**config.mk**
```make
export PLATFORM = sky130hd
export DESIGN_NAME = cart_bank_ctrl
export DESIGN_NICKNAME = d
export VERILOG_FILES = /design/src/rtl/cbc_pkg.sv /design/src/rtl/cbc_ctrl_regs.sv /design/src/rtl/cbc_rtc_file.sv /design/src/rtl/cbc_addr_map.sv /design/src/rtl/cart_bank_ctrl.sv
export SDC_FILE = /design/constraint.sdc
export NUM_CORES = 1
export LEC_CHECK = 0
export BUFFER_PORTS_ARGS = -buffer_cell sky130_fd_sc_hd__buf_2
export CORE_ASPECT_RATIO = 0.75
export CORE_MARGIN = 5
export CORE_UTILIZATION = 45
export CTS_CLUSTER_DIAMETER = 50
export DETAILED_ROUTE_END_ITERATION = 8
export HOLD_SLACK_MARGIN = 0.15
export PLACE_DENSITY = 0.83
export SLEW_MARGIN = 20
export SYNTH_ARGS = -nofsm -noshare
export SYNTH_HDL_FRONTEND = slang
export SYNTH_SLANG_ARGS = --single-unit
```
**constraint.sdc**
```tcl
create_clock -name clk_i -period 3.5 [get_ports clk_i]
set_clock_uncertainty 0.05 [all_clocks]
set_input_delay 0.525 -clock clk_i [delete_from_list [all_inputs] [get_ports clk_i]]
set_output_delay 0.525 -clock clk_i [all_outputs]
set_load 0.03 [all_outputs]
```
**src/rtl/cbc_pkg.sv**
```systemverilog
`timescale 1ns/1ps
package cbc_pkg;
  localparam int unsigned RTC_REGS = 5;

  typedef enum logic [2:0] {
    RTC_SEC  = 3'd0,
    RTC_MIN  = 3'd1,
    RTC_HOUR = 3'd2,
    RTC_DAYL = 3'd3,
    RTC_CTRL = 3'd4
  } rtc_idx_e;

  // control-write decode on addr[14:13] when addr[15] == 0
  typedef enum logic [1:0] {
    CTL_RAM_EN   = 2'd0,
    CTL_ROM_BANK = 2'd1,
    CTL_RAM_SEL  = 2'd2,
    CTL_LATCH    = 2'd3
  } ctl_region_e;

  typedef enum logic [1:0] {
    WIN_RTC  = 2'd0,
    WIN_RAM  = 2'd1,
    WIN_OPEN = 2'd2
  } win_src_e;

  localparam logic [2:0] WIN_TAG   = 3'b101;
  localparam logic [7:0] OPEN_BUS  = 8'hFF;
  localparam logic [7:0] RAM_ON    = 8'h0A;
  localparam logic [7:0] RAM_OFF   = 8'h00;
  localparam logic [7:0] RTC_FIRST = 8'h08;
  localparam logic [7:0] RTC_LAST  = 8'h0C;
endpackage

```
**src/rtl/cbc_ctrl_regs.sv**
```systemverilog
`timescale 1ns/1ps
module cbc_ctrl_regs
  import cbc_pkg::*;
#(
  parameter int unsigned ROM_BANKS = 128,
  parameter int unsigned RAM_BANKS = 4,
  localparam int unsigned RB_W = $clog2(ROM_BANKS),
  localparam int unsigned AB_W = (RAM_BANKS > 1) ? $clog2(RAM_BANKS) : 1
) (
  input  logic            clk_i,
  input  logic            rst_ni,
  input  logic [2:0]      addr_hi_i,
  input  logic [7:0]      wdata_i,
  input  logic            wr_i,
  output logic [RB_W-1:0] rom_bank_o,
  output logic [AB_W-1:0] ram_bank_o,
  output logic            ram_en_o,
  output logic            rtc_on_o,
  output rtc_idx_e        rtc_sel_o,
  output logic            latch_o
);
  logic [6:0]      rom_sel_q;
  logic [AB_W-1:0] ram_bank_q;
  logic            ram_en_q, rtc_on_q, armed_q;
  rtc_idx_e        rtc_sel_q;

  logic        ctl_wr;
  ctl_region_e region;
  logic [6:0]  bank_req;
  logic        ram_sel_ok, rtc_sel_ok;

  assign ctl_wr     = wr_i && !addr_hi_i[2];
  assign region     = ctl_region_e'(addr_hi_i[1:0]);
  assign bank_req   = (wdata_i[6:0] == 7'd0) ? 7'd1 : wdata_i[6:0];
  assign ram_sel_ok = ({24'd0, wdata_i} < RAM_BANKS);
  assign rtc_sel_ok = (wdata_i >= RTC_FIRST) && (wdata_i <= RTC_LAST);
  assign latch_o    = ctl_wr && (region == CTL_LATCH) && armed_q && (wdata_i == 8'h01);

  always_ff @(posedge clk_i or negedge rst_ni) begin
    if (!rst_ni) begin
      rom_sel_q  <= 7'd1;
      ram_bank_q <= '0;
      ram_en_q   <= 1'b0;
      rtc_on_q   <= 1'b0;
      rtc_sel_q  <= RTC_SEC;
      armed_q    <= 1'b0;
    end else if (ctl_wr) begin
      unique case (region)
        CTL_RAM_EN: begin
          if (wdata_i == RAM_ON)       ram_en_q <= 1'b1;
          else if (wdata_i == RAM_OFF) ram_en_q <= 1'b0;
        end
        CTL_ROM_BANK: rom_sel_q <= bank_req;
        CTL_RAM_SEL: begin
          if (ram_sel_ok) begin
            ram_bank_q <= wdata_i[AB_W-1:0];
            rtc_on_q   <= 1'b0;
          end else if (rtc_sel_ok) begin
            rtc_sel_q <= rtc_idx_e'(wdata_i[2:0] - 3'd0);
            rtc_on_q  <= 1'b1;
          end
        end
        CTL_LATCH: begin
          if (wdata_i == 8'h00)      armed_q <= 1'b1;
          else if (latch_o)          armed_q <= 1'b0;
        end
        default: ;
      endcase
    end
  end

  // 0x08..0x0C: low three bits minus 8 is just bits[2:0] since bit3 set
  assign rom_bank_o = rom_sel_q[RB_W-1:0];
  assign ram_bank_o = ram_bank_q;
  assign ram_en_o   = ram_en_q;
  assign rtc_on_o   = rtc_on_q;
  assign rtc_sel_o  = rtc_sel_q;
endmodule

```
**src/rtl/cbc_rtc_file.sv**
```systemverilog
`timescale 1ns/1ps
module cbc_rtc_file
  import cbc_pkg::*;
(
  input  logic       clk_i,
  input  logic       rst_ni,
  input  logic       we_i,
  input  rtc_idx_e   sel_i,
  input  logic [7:0] wdata_i,
  input  logic       latch_i,
  input  logic [7:0] sec_i,
  input  logic [7:0] min_i,
  input  logic [7:0] hour_i,
  input  logic [8:0] day_i,
  output logic [7:0] rdata_o
);
  logic [7:0] regs_q [RTC_REGS];
  logic [7:0] snap   [RTC_REGS];

  assign snap[RTC_SEC]  = sec_i;
  assign snap[RTC_MIN]  = min_i;
  assign snap[RTC_HOUR] = hour_i;
  assign snap[RTC_DAYL] = day_i[7:0];
  assign snap[RTC_CTRL] = {regs_q[RTC_CTRL][7:4], 3'b000, day_i[8]};

  always_ff @(posedge clk_i or negedge rst_ni) begin
    if (!rst_ni) begin
      for (int i = 0; i < RTC_REGS; i++) regs_q[i] <= 8'h00;
    end else if (latch_i) begin
      for (int i = 0; i < RTC_REGS; i++) regs_q[i] <= snap[i];
    end else if (we_i) begin
      for (int i = 0; i < RTC_REGS; i++)
        if (sel_i == rtc_idx_e'(i)) regs_q[i] <= wdata_i;
    end
  end

  always_comb begin
    rdata_o = OPEN_BUS;
    for (int i = 0; i < RTC_REGS; i++)
      if (sel_i == rtc_idx_e'(i)) rdata_o = regs_q[i];
  end
endmodule

```
**src/rtl/cbc_addr_map.sv**
```systemverilog
`timescale 1ns/1ps
module cbc_addr_map
  import cbc_pkg::*;
#(
  parameter int unsigned ROM_BANKS = 128,
  parameter int unsigned RAM_BANKS = 4,
  localparam int unsigned RB_W   = $clog2(ROM_BANKS),
  localparam int unsigned AB_W   = (RAM_BANKS > 1) ? $clog2(RAM_BANKS) : 1,
  localparam int unsigned ROM_AW = 14 + RB_W,
  localparam int unsigned RAM_AW = 13 + ((RAM_BANKS > 1) ? $clog2(RAM_BANKS) : 0)
) (
  input  logic [15:0]       addr_i,
  input  logic              rd_i,
  input  logic              wr_i,
  input  logic [RB_W-1:0]   rom_bank_i,
  input  logic [AB_W-1:0]   ram_bank_i,
  input  logic              ram_en_i,
  input  logic              rtc_on_i,
  input  logic [7:0]        rtc_rdata_i,
  input  logic [7:0]        ram_rdata_i,
  output logic [ROM_AW-1:0] rom_addr_o,
  output logic              rom_re_o,
  output logic [RAM_AW-1:0] ram_addr_o,
  output logic              ram_we_o,
  output logic              ram_re_o,
  output logic              rtc_we_o,
  output logic [7:0]        rdata_o
);
  logic     in_win;
  win_src_e src;

  assign in_win = (addr_i[15:13] == WIN_TAG);
  assign src    = rtc_on_i ? WIN_RTC : (ram_en_i ? WIN_RAM : WIN_OPEN);

  assign rom_addr_o = {(addr_i[14] ? rom_bank_i : {RB_W{1'b0}}), addr_i[13:0]};
  assign rom_re_o   = rd_i && !addr_i[15];

  if (RAM_BANKS > 1) begin : g_ram_banked
    assign ram_addr_o = {ram_bank_i, addr_i[12:0]};
  end else begin : g_ram_flat
    logic unused_bank;
    assign unused_bank = ^ram_bank_i;
    assign ram_addr_o  = addr_i[12:0];
  end

  assign ram_we_o = wr_i && in_win && (src == WIN_RAM);
  assign ram_re_o = rd_i && in_win && (src == WIN_RAM);
  assign rtc_we_o = wr_i && in_win && (src == WIN_RTC);

  always_comb begin
    rdata_o = OPEN_BUS;
    if (in_win) begin
      unique case (src)
        WIN_RTC: rdata_o = rtc_rdata_i;
        WIN_RAM: rdata_o = ram_rdata_i;
        default: rdata_o = OPEN_BUS;
      endcase
    end
  end
endmodule

```
**src/rtl/cart_bank_ctrl.sv**
```systemverilog
`timescale 1ns/1ps
module cart_bank_ctrl
  import cbc_pkg::*;
#(
  parameter int unsigned ROM_BANKS = 128,
  parameter int unsigned RAM_BANKS = 4,
  localparam int unsigned RB_W   = $clog2(ROM_BANKS),
  localparam int unsigned AB_W   = (RAM_BANKS > 1) ? $clog2(RAM_BANKS) : 1,
  localparam int unsigned ROM_AW = 14 + RB_W,
  localparam int unsigned RAM_AW = 13 + ((RAM_BANKS > 1) ? $clog2(RAM_BANKS) : 0)
) (
  input  logic              clk_i,
  input  logic              rst_ni,
  input  logic [15:0]       addr_i,
  input  logic [7:0]        wdata_i,
  input  logic              wr_i,
  input  logic              rd_i,
  input  logic [7:0]        sec_i,
  input  logic [7:0]        min_i,
  input  logic [7:0]        hour_i,
  input  logic [8:0]        day_i,
  input  logic [7:0]        ram_rdata_i,
  output logic [ROM_AW-1:0] rom_addr_o,
  output logic              rom_re_o,
  output logic [RAM_AW-1:0] ram_addr_o,
  output logic [7:0]        ram_wdata_o,
  output logic              ram_we_o,
  output logic              ram_re_o,
  output logic [7:0]        rdata_o
);
  logic [RB_W-1:0] rom_bank;
  logic [AB_W-1:0] ram_bank;
  logic            ram_en, rtc_on, latch, rtc_we;
  rtc_idx_e        rtc_sel;
  logic [7:0]      rtc_rdata;

  cbc_ctrl_regs #(.ROM_BANKS(ROM_BANKS), .RAM_BANKS(RAM_BANKS)) u_ctrl (
    .clk_i      (clk_i),
    .rst_ni     (rst_ni),
    .addr_hi_i  (addr_i[15:13]),
    .wdata_i    (wdata_i),
    .wr_i       (wr_i),
    .rom_bank_o (rom_bank),
    .ram_bank_o (ram_bank),
    .ram_en_o   (ram_en),
    .rtc_on_o   (rtc_on),
    .rtc_sel_o  (rtc_sel),
    .latch_o    (latch)
  );

  cbc_rtc_file u_rtc (
    .clk_i   (clk_i),
    .rst_ni  (rst_ni),
    .we_i    (rtc_we),
    .sel_i   (rtc_sel),
    .wdata_i (wdata_i),
    .latch_i (latch),
    .sec_i   (sec_i),
    .min_i   (min_i),
    .hour_i  (hour_i),
    .day_i   (day_i),
    .rdata_o (rtc_rdata)
  );

  cbc_addr_map #(.ROM_BANKS(ROM_BANKS), .RAM_BANKS(RAM_BANKS)) u_map (
    .addr_i      (addr_i),
    .rd_i        (rd_i),
    .wr_i        (wr_i),
    .rom_bank_i  (rom_bank),
    .ram_bank_i  (ram_bank),
    .ram_en_i    (ram_en),
    .rtc_on_i    (rtc_on),
    .rtc_rdata_i (rtc_rdata),
    .ram_rdata_i (ram_rdata_i),
    .rom_addr_o  (rom_addr_o),
    .rom_re_o    (rom_re_o),
    .ram_addr_o  (ram_addr_o),
    .ram_we_o    (ram_we_o),
    .ram_re_o    (ram_re_o),
    .rtc_we_o    (rtc_we),
    .rdata_o     (rdata_o)
  );

  assign ram_wdata_o = wdata_i;
endmodule

```
Word-level counts from Yosys, hierarchy flattened
Cells that the tools add are included.
{"block": "totals", "ff_bits": 55, "latch_bits": 0, "ramBits": 0, "romBits": 0, "in_bits": 69, "output_inout_bits": 55, "word_cells": 90, "mem_count": 0}
{"block": "op_classes", "n_addsub": 0, "n_mul": 0, "n_div": 0, "order_cmp": 3, "eq_ne": 11, "n_shift": 0, "muxes": 24, "bitwise_logic": 2, "reduce_logical": 38}
{"op": "two-way mux 8 bit", "count": 11}
{"op": "two-way mux 40 bit", "count": 2}
{"op": "nonzero test 2 bit", "count": 9}
{"op": "one-hot mux 8 bit (2 select lines)", "count": 1}
{"op": "AND reduction 3 bit", "count": 5}
{"op": "two-way mux 7 bit", "count": 2}
{"op": "AND reduction 2 bit", "count": 6}
{"op": "logical AND 1 bit", "count": 11}
{"op": "equality test 8 x 1 -> 1 bit (second input constant)", "count": 1}
{"op": "equality test 8 x 4 -> 1 bit (second input constant)", "count": 1}
{"op": ">= comparator 8 x 4 -> 1 bit (second input constant)", "count": 1}
{"op": "<= comparator 8 x 4 -> 1 bit (second input constant)", "count": 1}
{"op": "zero test 8 bit", "count": 1}
{"op": "less-than comparator 8 x 3 -> 1 bit (second input constant)", "count": 1}
{"op": "zero test 7 bit", "count": 1}
{"op": "equality test 3 x 2 -> 1 bit (second input constant)", "count": 2}
{"op": "equality test 3 bit (second input constant)", "count": 2}
{"op": "two-way mux 1 bit", "count": 6}
{"op": "equality test 2 x 1 -> 1 bit (second input constant)", "count": 2}
{"op": "equality test 2 bit (second input constant)", "count": 2}
{"op": "zero test 2 bit", "count": 2}
{"op": "two-way mux 2 bit", "count": 2}
{"op": "AND reduction 4 bit", "count": 1}
{"op": "equality test 3 x 1 -> 1 bit (second input constant)", "count": 1}
{"op": "other kinds (3)", "count": 4}

Depth between registers and ports, before layout
{"block": "depth", "ltp_word": 8, "mapped_depth": 6, "depth_no_buf": 4}

Modules after synthesis
From an unflattened synthesis, not the netlist that was laid out.
{"block": "hier_totals", "hier_cells": 355, "hier_area_um2": 3464.6}
{"module": "cbc_rtc_file", "n_inst": 1, "cells_each": 220, "area_each_um2": 2199.6, "seq_area_each_um2": 1001.0}
{"module": "cbc_ctrl_regs", "n_inst": 1, "cells_each": 59, "area_each_um2": 724.4, "seq_area_each_um2": 376.6}
{"module": "cbc_addr_map", "n_inst": 1, "cells_each": 68, "area_each_um2": 480.5, "seq_area_each_um2": 0.0}
{"module": "cart_bank_ctrl", "n_inst": 1, "cells_each": 8, "area_each_um2": 60.1, "seq_area_each_um2": 0.0}

Least setup slack after synthesis
OpenSTA, ideal clock, no wires.
{"block": "synth_path", "path_type": "input to output", "start": "input addr_i[14]", "end": "output rdata_o[0]", "t_arrival_ns": 1.610, "setup_slack_ns": 1.315, "path_stages": 5, "n_path_buf": 1, "cell_sequence": "nand4b_2 > or4_1 > clkbuf_1 > nor2_1 > nor2_1"}
{"block": "synth_between", "elab_chain_len": 2}
{"item": "start, declared", "line": "cart_bank_ctrl.sv:14", "source": "input logic [15:0] addr_i,"}
{"item": "equality test 3 bit", "line": "cbc_addr_map.sv:32", "source": "assign in_win = (addr_i[15:13] == WIN_TAG);"}
{"item": "two-way mux 8 bit", "line": "cbc_addr_map.sv:52", "source": "if (in_win) begin"}
{"item": "end, declared", "line": "cart_bank_ctrl.sv:29", "source": "output logic [7:0] rdata_o"}
No other way between the ends.

Final worst setup path
{"block": "layout_path", "start": "register u_ctrl.rtc_sel_q[0] (netlist: u_ctrl.rtc_sel_o[0])", "end": "output rdata_o[3]"}
{"block": "layout_between", "elab_chain_len": 8, "word_cells_on_any_way": 12, "cone_classes": "eq/ne (4); mux (7); reduce/logical (1)"}
{"item": "start, declared", "line": "cbc_ctrl_regs.sv:25", "source": "rtc_idx_e rtc_sel_q;"}
{"item": "start signal, assigned", "line": "cbc_ctrl_regs.sv:59", "source": "rtc_sel_q <= rtc_idx_e'(wdata_i[2:0] - 3'd0);"}
{"item": "zero test 3 bit", "line": "cbc_rtc_file.sv:40", "source": "if (sel_i == rtc_idx_e'(i)) rdata_o = regs_q[i];"}
{"item": "two-way mux 8 bit (4 in series)", "line": "cbc_rtc_file.sv:40"}
{"item": "two-way mux 8 bit (*)", "line": "cbc_rtc_file.sv:40"}
{"item": "one-hot mux 8 bit (2 select lines) (*)", "line": "cbc_addr_map.sv:53", "source": "unique case (src)"}
{"item": "two-way mux 8 bit (*)", "line": "cbc_addr_map.sv:52"}
Every way passes the cells marked *; elsewhere a longest branch is shown, timed or not.

==> metrics <==
status completed; Fin. Hold Viols 0; grt ovf 0; PostCTS Resize Cnt 0; Via Count 2460; first-pass GRT wire length 13.34 mm; synthesis warning total 0; Worst slew margin 0.3776; Num Clock Sinks 55; Max Fclk 356.6 MHz; RSZ-0062 raised after global routing no; Core ar. around 0.0068 mm²; cell taking the most area after synthesis dfrtp_1; Slew @ Worst Pin roughly 930 ps; Netlist cell types 36; Critical Path RT 2920 ps; Total Wirelength 8.467 mm; Mapped Area 0.003151 mm²; drt drc 0; GR Util All Layers 0.1989; CTS Buffer Depth 2; initial detailed-routing violation count 140; Worst Setup End Kind output pin; reg2reg setup slack 1210 ps; Area contributors post-synth dfrtp_1, a221o_1, buf_4, mux2_2, and2_1; DP Worst Slack 822.7 ps; Clock Pin Slew Worst Setup and Hold Paths 100 ps; dominant synthesized flop cell dfrtp_1; final net count 398; CTS Buf Count 5; port bufs 84; pin count of the biggest net entering global routing 31; initial antenna violation count 0; CTS Root Cell clkbuf_8; Max-Cap Viols 0; crit share post-route 0.8012; Skew-Pair Late Insertion Delay 310 ps; Synth top area share 0.4289; critical path type reg2out; EDFF count, synth 0; post-route ant nets 0; Hold Buf Count CTS 0; mean number of vias per cell a little under 6; sequential area share after synthesis 0.4373; Post-DP HPWL 6.285 mm; Finish-stage setup viols 0; Final Power about 1.4 mW; vias in the first global route 2539; fill count 609; Max rail drop VDD 0.2050 mV; max-slew violation count 0; gp weighted congestion 0.8243; fin crit period between 2000 and 3000 ps; TritonCTS clock tree done; 1st-pass router iterations 4; io pins roughly 120; Worst Path Arrival 2230 ps; Worst R2R Path Depth 5; row cnt 26; die area 0.008792 mm²; Starting Density 0.4634; Post-Syn Instances 282; Die X-Extent 106.6 µm; wire per inst 20.45 µm; leakage 1.703 nW; Syn Nets about 350; Post-synth ARST share 1.000; Setup WS post-layout 695.7 ps; Area Overhead vs Synth 10.80%; CTS H-tree lvls 2; Syn Area/Cell 11.17 µm²; Final TNS setup 0 ps; Die Y 82.47 µm; Hold/Removal Path Class in2async; # diodes 0; fraction of layout cells with a size suffix above 1 0.4030; Power Density 403.7 mW/mm²; setup bufs post-CTS 0; Startpoint Class flop; #FFs+latches synth 55; crit-path max FO 15
cells by family after synthesis:
| kind of cell | after synthesis | share of synthesized area |
|---|---|---|
| compound gates | 49 | 0.1315 |
| simple gates | 91 | 0.1732 |
| mux | 32 | 0.1418 |
| buf+inv | 55 | 0.1164 |
| flops | 55 | 0.4373 |
Yosys cell counts, types with 2 or more instances:
cell type,count
mux4_2,8
buf_4,36
buf_6,3
and2_1,37
nor3_1,3
nand2_1,4
a31oi_1,6
nand3_1,2
nand4_1,3
or4_1,3
inv_1,5
mux2i_1,3
o22ai_1,8
a221o_1,29
nor4_2,2
o21ai_0,3
dfrtp_1,54
mux2_2,21
buf_2,2
nand2b_1,2
nor2_1,25
clkbuf_1,9
sequential cells by signal, indices dropped and copies added, names as in the netlist:
| name | flops |
|---|---|
| u_ctrl.ram_bank_o | 2 |
| u_ctrl.rtc_on_o | 1 |
| u_ctrl.rom_bank_o | 7 |
| u_ctrl.armed_q | 1 |
| u_ctrl.ram_en_o | 1 |
| u_ctrl.rtc_sel_o | 3 |
| u_rtc.regs_q | 40 |
final cells by class:
class | instances | area (µm²) | share of cell area
sequential | 55 | 1378 | 0.3946
clock buffer | 6 | 82.58 | 0.02366
inverter | 5 | 18.77 | 0.005376
tap | 84 | 105.1 | 0.03011
clock inverter | 2 | 35.03 | 0.01004
multi-input combinational | 172 | 1406 | 0.4029
timing repair buffer | 90 | 465.4 | 0.1333
where the power goes:
part / switching (mW) / internal [mW]
registers: 0.0313 / 0.685
logic: 0.138 / 0.113
clock network: 0.210 / 0.232
total: 0.380 / 1.03
per-stage QoR:
step / std cells / hold WS (ps) / utilization / area [µm²]
6_report: 414 / 176.6 / 0.5134 / 3491
5_1_grt: 414 / 233.2 / 0.5134 / 3491
4_1_cts: 414 / 202.2 / 0.5134 / 3491
3_5_place_dp: 406 / 438.9 / 0.4961 / 3373
3_3_place_gp: 406 / 430.0 / 0.4961 / 3373
2_1_floorplan: 282 / 179.4 / - / 3151
worst max-delay path: stages, from the launching register on:
cell and delay, ps:
dfrtp_1 680, or4_1 830, nor2_1 180, nor2_1 60, buf_2 180
worst paths after layout:
path | start | to
setup / recovery | u_ctrl.rtc_sel_o[0] | rdata_o[3]
hold / removal | rst_ni | u_rtc.regs_q[3]
setup reg to reg | u_ctrl.rtc_sel_o[1] | u_rtc.regs_q[26]
hold reg to reg | u_ctrl.rom_bank_o[0] | u_ctrl.rom_bank_o[0]
max in group asynchronous | rst_ni | u_rtc.regs_q[9]
min in group clk_i | min_i[4] | u_rtc.regs_q[28]
cell usage in the layout, fill, tap and decap left out, types with 4 or more instances in the layout:
master,instances
inv_1,5
mux4_2,8
and2_1,37
clkbuf_8,6
nor2_1,25
buf_2,84
a31oi_1,6
mux2_2,21
nand2_1,4
a221o_1,29
buf_4,6
dfrtp_1,54
o22ai_1,8
per-layer routing:
metal	up-vias	share of wire	GRT usage
met1	1235	0.41	0.2641
met5	-	0	0
met4	0	0.0040	0.04087
met3	7	0.089	0.04118
li1	1106	-	-
met2	112	0.49	0.3423
No activity file was read; power rests on OpenSTA's default activity.
